**src/rtl/dram_rfsh_pkg.sv**
```systemverilog
package dram_rfsh_pkg;

  typedef enum logic [1:0] {PH_IDLE, PH_PRE, PH_LOW, PH_POST} rfsh_phase_e;

  // cycles covering at least ns nanoseconds at clk_khz, rounded up
  function automatic int ns_to_cyc(int ns, int clk_khz);
    longint prod;
    prod = longint'(ns) * longint'(clk_khz);
    return int'((prod + longint'(999999)) / longint'(1000000));
  endfunction

  // cycles between refresh credits: retention window split over all rows
  function automatic int rfsh_interval(int clk_khz, int ret_us, int rows);
    return int'((longint'(clk_khz) * longint'(ret_us)) / (longint'(1000) * longint'(rows)));
  endfunction

  // low phase long enough for both the pulse-width and the full-cycle limit
  function automatic int ras_low_cyc(int clk_khz, int low_ns, int rc_ns, int pre_ns);
    int a;
    int b;
    a = ns_to_cyc(low_ns, clk_khz);
    b = ns_to_cyc(rc_ns, clk_khz) - ns_to_cyc(pre_ns, clk_khz);
    return (a > b) ? a : b;
  endfunction

endpackage

```
**src/rtl/rfsh_tick_gen.sv**
```systemverilog
module rfsh_tick_gen #(
  parameter int INTERVAL = 3906
) (
  input  logic clk,
  input  logic rst_n,
  output logic tick_o
);
  localparam int TW = (INTERVAL > 1) ? $clog2(INTERVAL) : 1;

  logic [TW-1:0] cnt_q;
  logic          wrap;

  assign wrap   = (cnt_q == TW'(INTERVAL - 1));
  assign tick_o = wrap;

  always_ff @(posedge clk) begin
    if (!rst_n)    cnt_q <= '0;
    else if (wrap) cnt_q <= '0;
    else           cnt_q <= cnt_q + 1'b1;
  end

endmodule

```
**src/rtl/rfsh_backlog.sv**
```systemverilog
module rfsh_backlog #(
  parameter int MAX_PEND = 8
) (
  input  logic clk,
  input  logic rst_n,
  input  logic tick_i,
  input  logic done_i,
  output logic pend_nz_o,
  output logic err_o
);
  localparam int PW = $clog2(MAX_PEND + 1);

  logic [PW-1:0] pend_q;
  logic          full;
  logic          err_q;

  assign full      = (pend_q == PW'(MAX_PEND));
  assign pend_nz_o = (pend_q != '0);
  assign err_o     = err_q;

  always_ff @(posedge clk) begin
    if (!rst_n) begin
      pend_q <= '0;
      err_q  <= 1'b0;
    end else begin
      unique case ({tick_i, done_i})
        2'b10: begin
          if (full) err_q  <= 1'b1;
          else      pend_q <= pend_q + 1'b1;
        end
        2'b01:   if (pend_q != '0) pend_q <= pend_q - 1'b1;
        default: ;
      endcase
    end
  end

  AST_NO_OVERFLOW: assert property (@(posedge clk) disable iff (!rst_n)
    pend_q <= PW'(MAX_PEND));
  AST_ERR_STICKY: assert property (@(posedge clk) disable iff (!rst_n)
    err_o |=> err_o);

endmodule

```
**src/rtl/rfsh_strobe_seq.sv**
```systemverilog
module rfsh_strobe_seq
  import dram_rfsh_pkg::*;
#(
  parameter int PRE_CYC = 13,
  parameter int LOW_CYC = 20
) (
  input  logic clk,
  input  logic rst_n,
  input  logic start_i,
  input  logic hidden_i,
  output logic own_o,
  output logic ras_n_o,
  output logic cas_n_o,
  output logic done_o
);
  localparam int CMAX = (PRE_CYC > LOW_CYC) ? PRE_CYC : LOW_CYC;
  localparam int CW   = $clog2(CMAX + 1);
  localparam int RW   = CW + 1;

  rfsh_phase_e   ph_q;
  logic [CW-1:0] cnt_q;
  logic          hid_q;
  logic          last;

  assign last    = (cnt_q == '0);
  assign own_o   = (ph_q != PH_IDLE);
  assign ras_n_o = (ph_q != PH_LOW);
  assign cas_n_o = ~(own_o & hid_q);
  assign done_o  = (ph_q == PH_POST) && last;

  always_ff @(posedge clk) begin
    if (!rst_n) begin
      ph_q  <= PH_IDLE;
      cnt_q <= '0;
      hid_q <= 1'b0;
    end else begin
      unique case (ph_q)
        PH_IDLE: if (start_i) begin
          ph_q  <= PH_PRE;
          cnt_q <= CW'(PRE_CYC - 1);
          hid_q <= hidden_i;
        end
        PH_PRE: if (last) begin
          ph_q  <= PH_LOW;
          cnt_q <= CW'(LOW_CYC - 1);
        end else cnt_q <= cnt_q - 1'b1;
        PH_LOW: if (last) begin
          ph_q  <= PH_POST;
          cnt_q <= CW'(PRE_CYC - 1);
        end else cnt_q <= cnt_q - 1'b1;
        PH_POST: if (last) ph_q <= PH_IDLE;
                 else      cnt_q <= cnt_q - 1'b1;
        default: ph_q <= PH_IDLE;
      endcase
    end
  end

  // run-length observers for the strobe timing properties
  logic [RW-1:0] low_run_q;
  logic [RW-1:0] hi_run_q;

  always_ff @(posedge clk) begin
    if (!rst_n) begin
      low_run_q <= '0;
      hi_run_q  <= '0;
    end else begin
      low_run_q <= ras_n_o ? '0 : low_run_q + 1'b1;
      hi_run_q  <= (own_o && ras_n_o) ? hi_run_q + 1'b1 : '0;
    end
  end

  AST_RAS_LOW_WIDTH: assert property (@(posedge clk) disable iff (!rst_n)
    $rose(ras_n_o) |-> (low_run_q == RW'(LOW_CYC)));
  AST_PRECHARGE_BEFORE_FALL: assert property (@(posedge clk) disable iff (!rst_n)
    $fell(ras_n_o) |-> (hi_run_q >= RW'(PRE_CYC)));
  AST_PRECHARGE_AFTER_RISE: assert property (@(posedge clk) disable iff (!rst_n)
    $fell(own_o) |-> (hi_run_q >= RW'(PRE_CYC)));
  AST_CAS_STEADY: assert property (@(posedge clk) disable iff (!rst_n)
    (own_o && $past(own_o)) |-> $stable(cas_n_o));

endmodule

```
**src/rtl/dram_refresh_sched.sv**
```systemverilog
module dram_refresh_sched
  import dram_rfsh_pkg::*;
#(
  parameter int CLK_KHZ      = 250000,
  parameter int RETENTION_US = 4000,
  parameter int ROWS         = 256,
  parameter int ADDR_W       = 9,
  parameter int MAX_PEND     = 8,
  parameter int T_RAS_LOW_NS = 70,
  parameter int T_RAS_PRE_NS = 50,
  parameter int T_RC_NS      = 130
) (
  input  logic              clk,
  input  logic              rst_n,
  input  logic              gnt_i,
  input  logic              rd_hold_i,
  output logic              req_o,
  output logic              own_o,
  output logic              ras_n_o,
  output logic              cas_n_o,
  output logic [ADDR_W-1:0] addr_o,
  output logic              err_o
);
  localparam int INTERVAL = rfsh_interval(CLK_KHZ, RETENTION_US, ROWS);
  localparam int PRE_CYC  = ns_to_cyc(T_RAS_PRE_NS, CLK_KHZ);
  localparam int LOW_CYC  = ras_low_cyc(CLK_KHZ, T_RAS_LOW_NS, T_RC_NS, T_RAS_PRE_NS);
  localparam int ROW_W    = $clog2(ROWS);

  logic             tick;
  logic             pend_nz;
  logic             start;
  logic             done;
  logic [ROW_W-1:0] row_q;

  rfsh_tick_gen #(.INTERVAL(INTERVAL)) u_tick (
    .clk(clk), .rst_n(rst_n), .tick_o(tick)
  );

  rfsh_backlog #(.MAX_PEND(MAX_PEND)) u_backlog (
    .clk(clk), .rst_n(rst_n), .tick_i(tick), .done_i(done),
    .pend_nz_o(pend_nz), .err_o(err_o)
  );

  rfsh_strobe_seq #(.PRE_CYC(PRE_CYC), .LOW_CYC(LOW_CYC)) u_seq (
    .clk(clk), .rst_n(rst_n), .start_i(start), .hidden_i(rd_hold_i),
    .own_o(own_o), .ras_n_o(ras_n_o), .cas_n_o(cas_n_o), .done_o(done)
  );

  assign req_o = pend_nz & ~own_o;
  assign start = req_o & gnt_i;

  always_ff @(posedge clk) begin
    if (!rst_n)    row_q <= '0;
    else if (done) row_q <= row_q + 1'b1;
  end

  generate
    if (ADDR_W > ROW_W) begin : g_pad
      assign addr_o = own_o ? {{(ADDR_W - ROW_W){1'b0}}, row_q} : '0;
    end else begin : g_trim
      assign addr_o = own_o ? ADDR_W'(row_q) : '0;
    end
  endgenerate

  AST_ROW_STEP: assert property (@(posedge clk) disable iff (!rst_n)
    done |=> (row_q == $past(row_q) + 1'b1));
  AST_ADDR_STEADY: assert property (@(posedge clk) disable iff (!rst_n)
    (own_o && $past(own_o)) |-> $stable(addr_o));
  AST_GRANT_TAKES_BUS: assert property (@(posedge clk) disable iff (!rst_n)
    (req_o && gnt_i) |=> own_o);

endmodule

```
**config.mk**
```make
export PLATFORM = sky130hd
export DESIGN_NAME = dram_refresh_sched
export DESIGN_NICKNAME = d
export VERILOG_FILES = /design/src/rtl/dram_rfsh_pkg.sv /design/src/rtl/rfsh_tick_gen.sv /design/src/rtl/rfsh_backlog.sv /design/src/rtl/rfsh_strobe_seq.sv /design/src/rtl/dram_refresh_sched.sv
export SDC_FILE = /design/constraint.sdc
export NUM_CORES = 1
export LEC_CHECK = 0
export BUFFER_PORTS_ARGS = -buffer_cell sky130_fd_sc_hd__buf_4
export CORE_ASPECT_RATIO = 0.7
export CORE_MARGIN = 2
export CORE_UTILIZATION = 55
export CTS_BUF_LIST = sky130_fd_sc_hd__clkbuf_8
export DETAILED_ROUTE_END_ITERATION = 12
export GPL_ROUTABILITY_DRIVEN = 0
export PLACE_DENSITY = 0.83
export SETUP_SLACK_MARGIN = 0.4
export SLEW_MARGIN = 20
export SYNTH_ARGS = -nofsm -noshare
export SYNTH_HDL_FRONTEND = slang
export SYNTH_HIERARCHICAL = 1
export SYNTH_SLANG_ARGS = --single-unit
```
**constraint.sdc**
```tcl
create_clock -name clk -period 2.4 [get_ports clk]
set_input_delay 0.48 -clock clk [delete_from_list [all_inputs] [get_ports clk]]
set_output_delay 0.48 -clock clk [all_outputs]
set_load 0.1 [all_outputs]
```
# After elaboration in Yosys (flattened, before gate mapping)
# Index checks and enable logic that the tools add are counted.
# totals
register_bits,33
latchBits,0
out_inout_bits,14
romBits,0
memories,0
wordCells,59
in_bits,4
mem_bits_rw,0
# classes
bitwise,6
n_addsub,5
n_shift,0
multipliers,0
n_div,0
eq_ne,15
reduce_logical,12
muxes,14
n_lt_le_gt_ge,0
# op_table
op,count
2-to-1 mux 5 bit,4
one-hot mux 5 bit (4 select lines),1
adder 12 x 1 -> 12 bit (second input constant),1
== test 12 bit (second input constant),1
inequality test 2 bit (second input constant),5
adder 8 x 1 -> 8 bit (second input constant),1
2-to-1 mux 2 bit,4
2-to-1 mux 4 bit,2
2-to-1 mux 8 bit,1
one-hot mux 2 bit (4 select lines),1
one-hot mux 4 bit (2 select lines),1
== test 2 bit (second input constant),3
inequality test 2 x 1 -> 1 bit (second input constant),3
AND reduction 2 bit,3
zero test 5 bit,1
subtractor 5 x 1 -> 5 bit (second input constant),1
adder 4 x 1 -> 4 bit (second input constant),1
== test 2 x 1 -> 1 bit (second input constant),2
== test 4 bit (second input constant),1
AND reduction 4 bit,1
nonzero test 2 bit,2
nonzero test 4 bit,1
subtractor 4 x 1 -> 4 bit (second input constant),1
AND 1 bit,3
other kinds (5),7

# Longest topological paths before layout
# depth
word_depth,6
depth_mapped,10
depth_no_buf,10

# Modules after synthesis
# Netlist, hierarchy kept.
# modules_own_cells
module,cells_each,n_inst,seq_area_each_um2,area_per_inst_um2
rfsh_tick_gen,61,1,240.2,571.8
rfsh_strobe_seq,66,1,160.2,545.5
dram_refresh_sched,49,1,160.2,430.4
rfsh_backlog,35,1,100.1,296.5

# Worst setup path before layout
# OpenSTA, ideal clock, no wires.
# synth_timing
kind,register to register
from,register u_seq.ph_q[0]
to,register u_seq.cnt_q[1]
path_stages_with_launch,10
setup_slack_ps,-1301
synth_period_minus_slack_ps,3701
arrival_ps,3631
setup_time_ps,70
path_buffers,0
path_cell_list,dfxtp_1 -> inv_1 -> ha_1 -> inv_1 -> nor2b_1 -> and2_1 -> nor2b_1 -> a2111o_1 -> a21o_1 -> a21boi_1
# synth_via
elab_chain_cells,6
word_cells_on_any_way,12
classes_between,eq/ne (5); mux (1); bitwise (3); reduce/logical (3)
# synth_rtl
item,line,text
"start, declared",rfsh_strobe_seq.sv:20,rfsh_phase_e ph_q;
"start signal, assigned",rfsh_strobe_seq.sv:33,ph_q <= PH_IDLE;
"start signal, assigned",rfsh_strobe_seq.sv:39,ph_q <= PH_PRE;
"start signal, assigned",rfsh_strobe_seq.sv:44,ph_q <= PH_LOW;
nonzero test 2 bit,rfsh_strobe_seq.sv:26,assign own_o = (ph_q != PH_IDLE);
named net own_o,dram_refresh_sched.sv:18,"output logic own_o,"
NOT 1 bit,dram_refresh_sched.sv:49,assign req_o = pend_nz & ~own_o;
AND 1 bit,dram_refresh_sched.sv:49,
named net req_o,dram_refresh_sched.sv:17,"output logic req_o,"
AND 1 bit,dram_refresh_sched.sv:50,assign start = req_o & gnt_i;
named net start,dram_refresh_sched.sv:31,logic start;
inequality test 2 bit (no source line),--,
AND reduction 2 bit (no source line),--,
"end signal, assigned",rfsh_strobe_seq.sv:49,cnt_q <= CW'(PRE_CYC - 1);
"end signal, assigned",rfsh_strobe_seq.sv:50,end else cnt_q <= cnt_q - 1'b1;
"end signal, assigned",rfsh_strobe_seq.sv:52,else cnt_q <= cnt_q - 1'b1;
"end, declared",rfsh_strobe_seq.sv:21,logic [CW-1:0] cnt_q;
# The timed path passes the listed nets, and every way through them passes these cells.
# A chain may end at the register's enable or synchronous reset.

# Final worst setup path
# layout_timing
from,register u_tick.cnt_q[1]
to,register u_backlog.pend_q[2]
# layout_via
elab_chain_cells,4
word_cells_on_any_way,8
classes_between,eq/ne (5); mux (1); reduce/logical (2)
# layout_rtl
item,line,text
"start, declared",rfsh_tick_gen.sv:10,logic [TW-1:0] cnt_q;
"start signal, assigned",rfsh_tick_gen.sv:19,else cnt_q <= cnt_q + 1'b1;
== test 12 bit *,rfsh_tick_gen.sv:13,assign wrap = (cnt_q == TW'(INTERVAL - 1));
named net tick,dram_refresh_sched.sv:29,logic tick;
== test 2 bit / == test 2 x 1 -> 1 bit (equally long branches),rfsh_backlog.sv:26,"unique case ({tick_i, done_i})"
inequality test 2 bit (no source line) / nonzero test 2 bit (equally long branches),--,
AND reduction 3 bit (no source line),--,
"end signal, assigned",rfsh_backlog.sv:29,else pend_q <= pend_q + 1'b1;
"end signal, assigned",rfsh_backlog.sv:31,2'b01: if (pend_q != '0) pend_q <= pend_q - 1'b1;
"end, declared",rfsh_backlog.sv:13,logic [PW-1:0] pend_q;
# Mark *: on every way through the listed nets, which the timed path passes. The rest lies on a longest branch.

==> flow_metrics.tcl <==
set metrics [dict create \
    synth_flop_cell "dfxtp_1" \
    hpwl_um 2730 \
    finalPower_mw 1.30 \
    io_pins 18 \
    dr.first_iter.drc_count 58 \
    synthDominantCellAreaShare 0.358 \
    ys_ff_latch 33 \
    whs_ns 0.440 \
    htreeDepth 2 \
    viasPerCell 5.76 \
    cp-end-kind "flip-flop" \
    hp-class "input pin to flip-flop" \
    syn_avg_cell_area_um2 8.74 \
    drtPass1Iterations 5 \
    yosysSeqAreaShare 0.358 \
    final_layout_size_suffix_gt1_frac 0.307 \
    place_area_um2 2060 \
    io_buffers 16 \
    area_growth_pct 25.4 \
    synth.cell_area_um2 1840 \
    grt_max_degree 26 \
    syn_nets 225 \
    worst-slew-pin-transition_ns 0.576 \
    nFillCells 234 \
    clkTransAtPathRegs_ns 0.07 \
    grt_pass1_wl_um 6570 \
    antenna_found_initial 0 \
    final_area_um2 2310 \
    report.final.slew_viol_count 0 \
    root_buffer "clkbuf_8" \
    maxSlewHeadroom 0.616 \
    drc_errors 0 \
    max_freq_mhz 475 \
    p_leak_nw 0.929 \
    cts_tree "yes" \
    p_sw_frac 0.296 \
    arrival_ns 2.33 \
    postSynthCellCount 211 \
    power.switching_uw 385 \
    grt_setup_unrepaired "true" \
    critPathKind "flip-flop to flip-flop" \
    ant_nets 0 \
    synth.distinct_cells 43 \
    final_net_count 254 \
    cts_hold_buf 0 \
    diodes 0 \
    drv_cap 0 \
    synth_area_leaders "dfxtp_1, ha_1, and2_1, nand2_1, xnor2_1" \
    grt_util_all_layers 0.232 \
    grt_pass1_vias 1408 \
    grt-ovfl-total 0 \
    die_area_um2 3840 \
    fp.dieH_um 52.5 \
    clkPwrFrac 0.363 \
    vias 1607 \
    die_w_um 73.2 \
    initial_core_util 0.582 \
    rows 17 \
    synth-async-reset-ratio 0 \
    finalHoldViolCount 0 \
    clock-sinks 33 \
    cp_max_fo 4 \
    final_core_util 0.730 \
    p_seq_frac 0.446 \
    fp.coreArea_um2 3170 \
    setup_violations 0 \
    synth_warnings 6 \
    synth_edf_count 0 \
    p_int_uw 916 \
    cts_buffers 5 \
    powerDensity_nw_per_um2 562 \
    crit_path_start_kind "flip-flop" \
    cts_buffer_depth 2 \
    worst_clock_skew_ns 0.00579 \
    fin_crit_sh 0.877 \
    ir_drop_mv 0.414 \
    outcome "completed" \
    critPathRequiredTime_ns 2.62 \
    wl_per_cell_um 15.1 \
    insertion_delay_ns 0.30 \
    period_minus_slack_ns 2.11 \
    drt_wl_total_um 4200 \
    synth.largest_area_cell "dfxtp_1" \
    combPwrFrac 0.192 \
]
## state kept, by name, indices dropped and copies added (netlist names)
register          flops
row_q                 8
u_seq/hid_q           1
u_seq/cnt_q           5
u_backlog/pend_q      4
u_backlog/err_o       1
u_tick/cnt_q         12
u_seq/ph_q            2
## metrics by stage
step | instances | TNS [ns] | setup WS (ns)
floorplan | 211 | -1.59 | -0.308
global placement | 262 | 0 | 0.292
detailed placement | 262 | 0 | 0.207
CTS | 277 | 0 | 0.272
global route | 279 | 0 | 0.158
finish | 279 | 0 | 0.295
## area by class of cell
type | count | area (µm²) | area share
clock inverters | 1 | 5.00 | 0.00216
repair buffers | 26 | 240 | 0.104
flip-flops and latches | 33 | 667 | 0.288
multi-input cells | 162 | 1200 | 0.519
clock buffers | 7 | 96.3 | 0.0417
repair inverters | 1 | 7.51 | 0.00325
well taps | 38 | 47.5 | 0.0206
inverters | 11 | 47.5 | 0.0206
## placed cells by master, fill, tap and decap left out, drive strengths merged, types with 2 or more instances in the layout
cell / synthesis / final
buf: 5 / 26
dfxtp: 33 / 33
nor2b: 6 / 6
or4: 3 / 3
o22ai: 3 / 3
a21boi: 8 / 8
o21ai: 9 / 9
xor2: 4 / 4
nor2: 9 / 9
nand3: 9 / 9
o31ai: 4 / 4
clkinvlp: 0 / 2
or3: 7 / 7
nand2: 21 / 21
ha: 10 / 10
and2: 17 / 17
a21o: 3 / 3
clkbuf: 0 / 7
nand4: 4 / 4
xnor2: 7 / 7
inv: 11 / 10
a31oi: 2 / 2
nor3: 6 / 6
a21oi: 11 / 11
nand2b: 6 / 6
mux2i: 4 / 4
## power by group through the flow
stage          logic, mW  clock network [mW]  registers, mW
2_1_floorplan      0.173                   0          0.588
3_3_place_gp       0.208                   0          0.591
3_5_place_dp       0.210                   0          0.592
4_1_cts            0.240               0.476          0.579
5_1_grt            0.268               0.504          0.581
6_report           0.249               0.472          0.580
## cell families (layout without fill, tap and decap cells)
kind of cell               after synthesis  count (layout)  synth area share
DFF                                     33              33             0.358
adders and majority gates               10              10            0.0678
muxes                                    4               4            0.0217
buffers and inverters                   16              46            0.0441
other                                    1               1           0.00203
and+or+nand+nor                         91              91             0.286
xor gates and xnor gates                11              11            0.0522
AOI/OAI and AO/OA                       45              45             0.168
## layer usage
| metal | global-route usage | up-vias | wire (µm) | part of all wire |
|---|---|---|---|---|
| met5 | 0 | - | 0 | 0 |
| met4 | 0.133 | 0 | 124 | 0.030 |
| met3 | 0.0596 | 12 | 124 | 0.030 |
| met2 | 0.344 | 25 | 1910 | 0.45 |
| met1 | 0.305 | 774 | 2040 | 0.49 |
| li1 | - | 796 | - | - |
## critical path: stages (launching register included)
cell	delay, ns
dfxtp_2	0.33
inv_2	0.04
ha_1	0.13
or4b_4	0.49
nor3_4	0.13
nand2b_4	0.17
xnor2_2	0.11
ha_2	0.19
nor3_1	0.05
o21ai_1	0.18
mux2i_1	0.21
## repair_timing
action                                  in CTS  in global routing
pin swaps                                    3                  5
gates resized for setup                      5                 18
gates cloned                                 1                  0
setup buffers                                6                  2
endpoints found under the setup margin      17                 15
## path summary, 6_finish.rpt
path                          to  cells after the start  slack (ns)            start
min reg2reg       u_seq/cnt_q[1]                      2        0.47   u_seq/cnt_q[1]
min                  u_seq/hid_q                      3        0.44        rd_hold_i
max reg2reg  u_backlog/pend_q[2]                     10        0.29  u_tick/cnt_q[1]
max          u_backlog/pend_q[2]                     10        0.29  u_tick/cnt_q[1]
## Yosys cell counts (3+ instances only)
| cell type | instances |
|---|---|
| or4_1 | 3 |
| nor2b_1 | 6 |
| ha_1 | 10 |
| mux2i_1 | 4 |
| a21oi_1 | 10 |
| or3_1 | 7 |
| nand2_1 | 21 |
| dfxtp_1 | 33 |
| o21ai_0 | 7 |
| nand3_1 | 9 |
| and2_1 | 16 |
| inv_1 | 11 |
| o31ai_1 | 3 |
| o22ai_1 | 3 |
| xor2_1 | 4 |
| nor3_1 | 5 |
| nor2_1 | 9 |
| xnor2_1 | 7 |
| nand2b_1 | 6 |
| a21boi_1 | 6 |
Power figures use the tool's default switching activity.
